--- src/rtl/disp_refresh_pkg.sv ---
package disp_refresh_pkg;
  localparam int NIB_W     = 4;
  localparam int BYTE_W    = 2 * NIB_W;
  localparam int DEPTH     = 16;
  localparam int AW        = $clog2(DEPTH);
  localparam int SMALL_DIG = 8;

  // next scan slot: wraps after the last digit of the selected count
  function automatic logic [AW-1:0] scan_next(input logic [AW-1:0] cur,
                                              input logic wide);
    logic [AW-1:0] last;
    last = wide ? AW'(DEPTH - 1) : AW'(SMALL_DIG - 1);
    return (cur >= last) ? '0 : cur + 1'b1;
  endfunction

  // combine a new byte with the old one, keeping protected halves
  function automatic logic [BYTE_W-1:0] nib_merge(input logic [BYTE_W-1:0] old_b,
                                                  input logic [BYTE_W-1:0] new_b,
                                                  input logic keep_hi,
                                                  input logic keep_lo);
    logic [BYTE_W-1:0] r;
    r[BYTE_W-1:NIB_W] = keep_hi ? old_b[BYTE_W-1:NIB_W] : new_b[BYTE_W-1:NIB_W];
    r[NIB_W-1:0]      = keep_lo ? old_b[NIB_W-1:0]      : new_b[NIB_W-1:0];
    return r;
  endfunction
endpackage

--- src/rtl/disp_refresh_scan.sv ---
module disp_refresh_scan
  import disp_refresh_pkg::*;
(
  input  logic          clk,
  input  logic          rst_n,
  input  logic          scan_step,
  input  logic          digits16,
  output logic [AW-1:0] scan_idx
);
  logic [AW-1:0] last_idx;
  assign last_idx = digits16 ? AW'(DEPTH - 1) : AW'(SMALL_DIG - 1);

  always_ff @(posedge clk) begin
    if (!rst_n)         scan_idx <= '0;
    else if (scan_step) scan_idx <= scan_next(scan_idx, digits16);
  end

  assert_scan_wrap_R2: assert property (@(posedge clk) disable iff (!rst_n)
    (scan_step && scan_idx == last_idx) |=> scan_idx == '0);
  assert_scan_inc_R2: assert property (@(posedge clk) disable iff (!rst_n)
    (scan_step && scan_idx < last_idx) |=> scan_idx == $past(scan_idx) + 1'b1);
  assert_scan_hold_R2: assert property (@(posedge clk) disable iff (!rst_n)
    !scan_step |=> $stable(scan_idx));
endmodule

--- src/rtl/disp_refresh_store.sv ---
module disp_refresh_store
  import disp_refresh_pkg::*;
(
  input  logic              clk,
  input  logic              rst_n,
  input  logic              wr_en,
  input  logic [BYTE_W-1:0] wr_data,
  input  logic              ptr_load,
  input  logic [AW-1:0]     ptr_addr,
  input  logic              inh_hi,
  input  logic              inh_lo,
  input  logic              clr_req,
  input  logic [AW-1:0]     rd_idx,
  output logic [BYTE_W-1:0] rd_byte,
  output logic              busy
);
  logic [BYTE_W-1:0] mem [DEPTH];
  logic [AW-1:0]     wr_ptr;
  logic [AW-1:0]     clr_ptr;

  // named events for the assertions
  logic              clr_go, ld_go, wr_fire;
  logic [BYTE_W-1:0] cur_byte, wr_byte;
  logic [DEPTH*BYTE_W-1:0] store_flat;

  assign clr_go   = clr_req && !busy;
  assign ld_go    = ptr_load && !busy && !clr_req;
  assign wr_fire  = wr_en && !busy && !clr_req && !ptr_load;
  assign cur_byte = mem[wr_ptr];
  assign wr_byte  = nib_merge(cur_byte, wr_data, inh_hi, inh_lo);
  assign rd_byte  = mem[rd_idx];

  for (genvar g = 0; g < DEPTH; g++) begin : g_flat
    assign store_flat[g*BYTE_W +: BYTE_W] = mem[g];
  end

  always_ff @(posedge clk) begin
    if (!rst_n) begin
      for (int i = 0; i < DEPTH; i++) mem[i] <= '0;
      wr_ptr  <= '0;
      clr_ptr <= '0;
      busy    <= 1'b0;
    end else if (busy) begin
      mem[clr_ptr] <= '0;
      clr_ptr      <= clr_ptr + 1'b1;
      if (clr_ptr == AW'(DEPTH - 1)) busy <= 1'b0;
    end else if (clr_go) begin
      busy    <= 1'b1;
      clr_ptr <= '0;
      wr_ptr  <= '0;
    end else if (ld_go) begin
      wr_ptr <= ptr_addr;
    end else if (wr_fire) begin
      mem[wr_ptr] <= wr_byte;
      wr_ptr      <= wr_ptr + 1'b1;
    end
  end

  assert_ptr_inc_R3: assert property (@(posedge clk) disable iff (!rst_n)
    wr_fire |=> wr_ptr == $past(wr_ptr) + 1'b1);
  assert_keep_hi_R4: assert property (@(posedge clk) disable iff (!rst_n)
    (wr_fire && inh_hi) |-> wr_byte[BYTE_W-1:NIB_W] == cur_byte[BYTE_W-1:NIB_W]);
  assert_keep_lo_R4: assert property (@(posedge clk) disable iff (!rst_n)
    (wr_fire && inh_lo) |-> wr_byte[NIB_W-1:0] == cur_byte[NIB_W-1:0]);
  assert_clear_start_R7: assert property (@(posedge clk) disable iff (!rst_n)
    $rose(busy) |-> (clr_ptr == '0 && wr_ptr == '0));
  assert_clear_done_R7: assert property (@(posedge clk) disable iff (!rst_n)
    $fell(busy) |-> store_flat == '0);
  assert_busy_freeze_R8: assert property (@(posedge clk) disable iff (!rst_n)
    busy |=> $stable(wr_ptr));
endmodule

--- src/rtl/disp_refresh_out.sv ---
module disp_refresh_out
  import disp_refresh_pkg::*;
(
  input  logic              clk,
  input  logic              rst_n,
  input  logic [BYTE_W-1:0] rd_byte,
  input  logic [1:0]        blank_req,
  input  logic              busy,
  output logic [BYTE_W-1:0] nib_bus,
  output logic [1:0]        blank_eff
);
  // half 1 is the upper nibble, half 0 the lower one
  for (genvar h = 0; h < 2; h++) begin : g_half
    assign blank_eff[h]               = blank_req[h] || busy;
    assign nib_bus[h*NIB_W +: NIB_W]  = blank_eff[h] ? '0 : rd_byte[h*NIB_W +: NIB_W];
  end

  assert_busy_blank_R6: assert property (@(posedge clk) disable iff (!rst_n)
    busy |-> (nib_bus == '0));
endmodule

--- src/rtl/disp_refresh.sv ---
module disp_refresh
  import disp_refresh_pkg::*;
(
  input  logic              clk,
  input  logic              rst_n,
  input  logic              scan_step,
  input  logic              digits16,
  input  logic              wr_en,
  input  logic [BYTE_W-1:0] wr_data,
  input  logic              ptr_load,
  input  logic [AW-1:0]     ptr_addr,
  input  logic              inh_hi,
  input  logic              inh_lo,
  input  logic              blank_hi,
  input  logic              blank_lo,
  input  logic              clr_req,
  output logic [AW-1:0]     scan_idx,
  output logic [NIB_W-1:0]  dig_hi,
  output logic [NIB_W-1:0]  dig_lo,
  output logic              blanked_hi,
  output logic              blanked_lo,
  output logic              busy
);
  logic [BYTE_W-1:0] rd_byte;
  logic [BYTE_W-1:0] nib_bus;
  logic [1:0]        blank_eff;

  disp_refresh_scan u_scan (
    .clk(clk), .rst_n(rst_n), .scan_step(scan_step),
    .digits16(digits16), .scan_idx(scan_idx)
  );

  disp_refresh_store u_store (
    .clk(clk), .rst_n(rst_n), .wr_en(wr_en), .wr_data(wr_data),
    .ptr_load(ptr_load), .ptr_addr(ptr_addr), .inh_hi(inh_hi), .inh_lo(inh_lo),
    .clr_req(clr_req), .rd_idx(scan_idx), .rd_byte(rd_byte), .busy(busy)
  );

  disp_refresh_out u_out (
    .clk(clk), .rst_n(rst_n), .rd_byte(rd_byte), .blank_req({blank_hi, blank_lo}),
    .busy(busy), .nib_bus(nib_bus), .blank_eff(blank_eff)
  );

  assign dig_hi     = nib_bus[BYTE_W-1:NIB_W];
  assign dig_lo     = nib_bus[NIB_W-1:0];
  assign blanked_hi = blank_eff[1];
  assign blanked_lo = blank_eff[0];
endmodule

--- config.mk ---
export PLATFORM = sky130hd
export DESIGN_NAME = disp_refresh
export DESIGN_NICKNAME = d
export VERILOG_FILES = /design/src/rtl/disp_refresh_pkg.sv /design/src/rtl/disp_refresh_scan.sv /design/src/rtl/disp_refresh_store.sv /design/src/rtl/disp_refresh_out.sv /design/src/rtl/disp_refresh.sv
export SDC_FILE = /design/constraint.sdc
export NUM_CORES = 1
export LEC_CHECK = 0
export ABC_AREA = 0
export BUFFER_PORTS_ARGS = -buffer_cell sky130_fd_sc_hd__buf_2
export CORE_UTILIZATION = 61
export CTS_CLUSTER_SIZE = 14
export DETAILED_ROUTE_END_ITERATION = 8
export GPL_TIMING_DRIVEN = 0
export PLACE_DENSITY_LB_ADDON = 0.2
export SLEW_MARGIN = 20
export SYNTH_ARGS = -nofsm -noshare
export SYNTH_HDL_FRONTEND = slang
export SYNTH_SLANG_ARGS = --single-unit
export TNS_END_PERCENT = 10
--- constraint.sdc ---
create_clock -name clk -period 2.7 [get_ports clk]
set_input_delay 0 -clock clk [delete_from_list [all_inputs] [get_ports clk]]
set_output_delay 0 -clock clk [all_outputs]
set_load 0.05 [all_outputs]
==> results.yml <==
global_routing:
  grtUsageMet3_pct: 7.172
  gr-total-overflow: 0
  top_usage_layer: "met2"
  grt_pass1_wl_um: 28210
  antenna_found_initial: 0
  grtUsageMet2_pct: 56.34
  grt_pass1_vias: 4850
  grt_util_met1_pct: 43.60
  grt_usage_pct: 33.92
  grt_max_degree: 17
power:
  pwr_density_cell_nw_per_um2: 680.1
  power_frac_seq_pct: 45.9
  peakVddDrop_uv: 700.3
  p_sw_share_pct: 22.24
  power.switching_w: 0.001237
  pwr-share-clk_pct: 45.1
  combPwrFrac_pct: 9.1
  cellInternalPower_w: 0.004324
  leakagePower_nw: 2.854
worst_setup_path:
  cp-end-kind: "flip-flop"
  slowest_delay_ps: 630
  crit_chain: "buf_6 > or2_2 > nor4_4 > nand3_1 > o221ai_1"
  path_buf_inv: 1
  cpLargestDelayFamily: "simple AND/OR/NAND/NOR gates"
  critical_path_class: "reg2reg"
  slowest_stage: "o221ai_1"
  start_kind: "flip-flop"
  cp_data_arrival_time_ps: 2790
  worstPathMaxFanout: 10
  crit_required_ps: 2760
timing:
  worst_slack_ps: -30.69
  finalCritPeriodShare_pct: 101.1
  slew_violations: 0
  hold_slack_ps: 16.33
  worst_slew_pin_slew_ps: 998.5
  finalSetupViolations: 12
  maxSlewHeadroom_pct: 31.53
  hold_violations: 0
  fin_skew_ps: 7.841
  fin_setup_tns_ps: -224.7
  period_minus_slack_ps: 2731
  fmax_ghz: 0.3662
  rsz0062_at_grt: "yes"
placement:
  gp_congestion: 0.9650
  place_hpwl_um: 13600
  place.port_buffers: 37
  place_area_um2: 7461
die:
  rows: 39
  dieHeight_um: 109.9
  chipWidth_um: 109.9
  io_pins: 38
  die_area_um2: 12070
  core_um2: 11370
  initial_utilization_pct: 62.42
route:
  drt_pre_antenna_iters: 6
  drtAntennaViolNets: 0
  wire_per_inst_um: 24.22
  vias_per_cell: 6.602
  drc: 0
  drt_iter0_drc: 780
  vias: 5295
  wl_um: 19430
yosys:
  synth-edff-count: 128
  syn_inst: 585
  muxShareOfSynthArea_pct: 14.99
  synth-xor-area-share_pct: 0.4937
  ys_top_cells_by_area: "edfxtp_1, mux4_2, nor2_1, dfxtp_1, mux2i_1"
  netlist_area_um2: 7097
  synth_top_family_by_area: "simple AND/OR/NAND/NOR gates"
  avgSynthCellArea_um2: 12.13
  ys_async_sr_fraction_pct: 0
  yosysSeqAreaShare_pct: 58.96
  synth.top_cell.area_share_pct: 54.16
  synth_nets: 612
  synth-compound-area-share_pct: 5.977
  synth_adder_area_share_pct: 0.7052
  yosysWarningCount: 0
  synth-simple-area-share_pct: 15.87
  ys_ff_latch: 145
  synth_cell_types: 50
  synth.most_common_cell: "nor2_1"
  synth_top_area_cell: "edfxtp_1"
  synth_commonest_cells: "nor2_1, edfxtp_1, mux4_2, mux2i_1, nand2_1"
  synth_ff_type: "edfxtp_1"
status:
  violations: "negative setup slack"
  status: "complete, but fails checks"
final_layout:
  register_area_um2: 4184
  drive_gt1_share_pct: 20.18
  multi_input_area_um2: 2723
  num-nets-final: 673
  area_growth_pct: 15.20
  postLayoutCellArea_um2: 8175
  fillers: 767
  n_antenna_cell: 0
min_path:
  hold_class: "in2reg"
clocking:
  cts_buffer_depth: 2
  htreeDepth: 4
  cts.sinks: 145
  cts_buffers: 17
  tritoncts: "built"
  clkSlewWorstSetupHoldPaths_ps: 60
  cts_root_buf: "clkbuf_16"
  clk_latency_ps: 430
run:
  maxCapViolations: 0
[per-stage QoR]
stage	util [%]	setup slack, ps	cells	total power [W]
finish	71.90	-30.69	802	0.005560
detailed placement	65.62	-186.9	765	0.003079
global placement	65.62	-193.0	765	0.003067
CTS	71.81	5.502	803	0.005537
global route	71.90	-85.47	802	0.005677
floorplan	-	142.2	585	0.002924
[layer usage]
metal  wire [µm]  vias to the layer above
met5           0                        -
met4         658                        0
met3        2348                       60
met2        9376                      389
met1        7045                     2573
li1            -                     2273
[cell usage in the layout (no fill, tap or decap), types with 9 or more instances in the layout]
cell type	synthesis	layout
edfxtp_1	128	128
mux4_2	32	32
buf_2	12	47
nor2_1	176	176
nand2_1	28	28
o21ai_0	22	22
clkbuf_16	0	17
nand3_1	9	9
clkbuf_1	19	19
dfxtp_1	17	17
nand2b_1	10	10
nor3_1	9	9
mux2i_1	29	27
[power groups by stage]
stage / logic [W] / registers (W) / clock network (W)
after CTS: 0.000499 / 0.00255 / 0.00249
final: 0.000505 / 0.00255 / 0.00251
after global placement: 0.000482 / 0.00258 / 0
after global routing: 0.000530 / 0.00256 / 0.00259
after detailed placement: 0.000488 / 0.00259 / 0
after floorplan: 0.000333 / 0.00259 / 0
[final timing paths]
check	end	start	slack, ps	cells past startpoint
worst max-delay path	u_store.mem[15][2]$_SDFFCE_PN0P_	u_store.busy$_SDFF_PN0_	-30	5
worst min-delay path	u_store.wr_ptr[3]$_SDFFE_PN0P_	ptr_load	20	3
worst max register to register	u_store.mem[15][2]$_SDFFCE_PN0P_	u_store.busy$_SDFF_PN0_	-30	5
worst min register to register	u_scan.scan_idx[1]$_SDFFE_PN0P_	u_scan.scan_idx[1]$_SDFFE_PN0P_	590	2
[area by class of cell]
cell class                      count  share of cell area, %
Timing Repair Buffer               43                  3.000
Multi-Input combinational cell    395                  33.30
Buffer                             36                  2.326
Clock buffer                       19                  5.295
Clock inverter                     13                  2.342
Sequential cell                   145                  51.18
Tap cell                          143                  2.189
Inverter                            8                 0.3673
[tightest hold or removal path, stage by stage]
cell and delay (ps):
buf_2 130, a22oi_1 170, a211oi_1 90
[cell families (layout without fill, tap and decap cells)]
family	after synthesis	count (layout)
XOR/XNOR	4	4
AO/OA/AOI/OAI	65	65
multiplexers	65	65
adder cells (fa/ha/maj)	4	4
flip-flops	145	145
AND/OR/NAND/NOR	257	257
buffers and inverters	45	119
[what timing repair did]
action | 4_1_cts | 5_1_grt
hold endpoints to repair | 11 | 0
buffers inserted | 0 | 0
setup endpoints to repair | 23 | 28
hold buffers | 6 | 0
gates resized for setup | 6 | 6
[flip-flops by register name, summed over array words and instances, names as in the netlist, named ones only]
signal           flops
u_store.wr_ptr       4
u_store.busy         1
u_scan.scan_idx      4
u_store.mem        128
u_store.clr_ptr      4
Power figures use the tool's default switching activity.
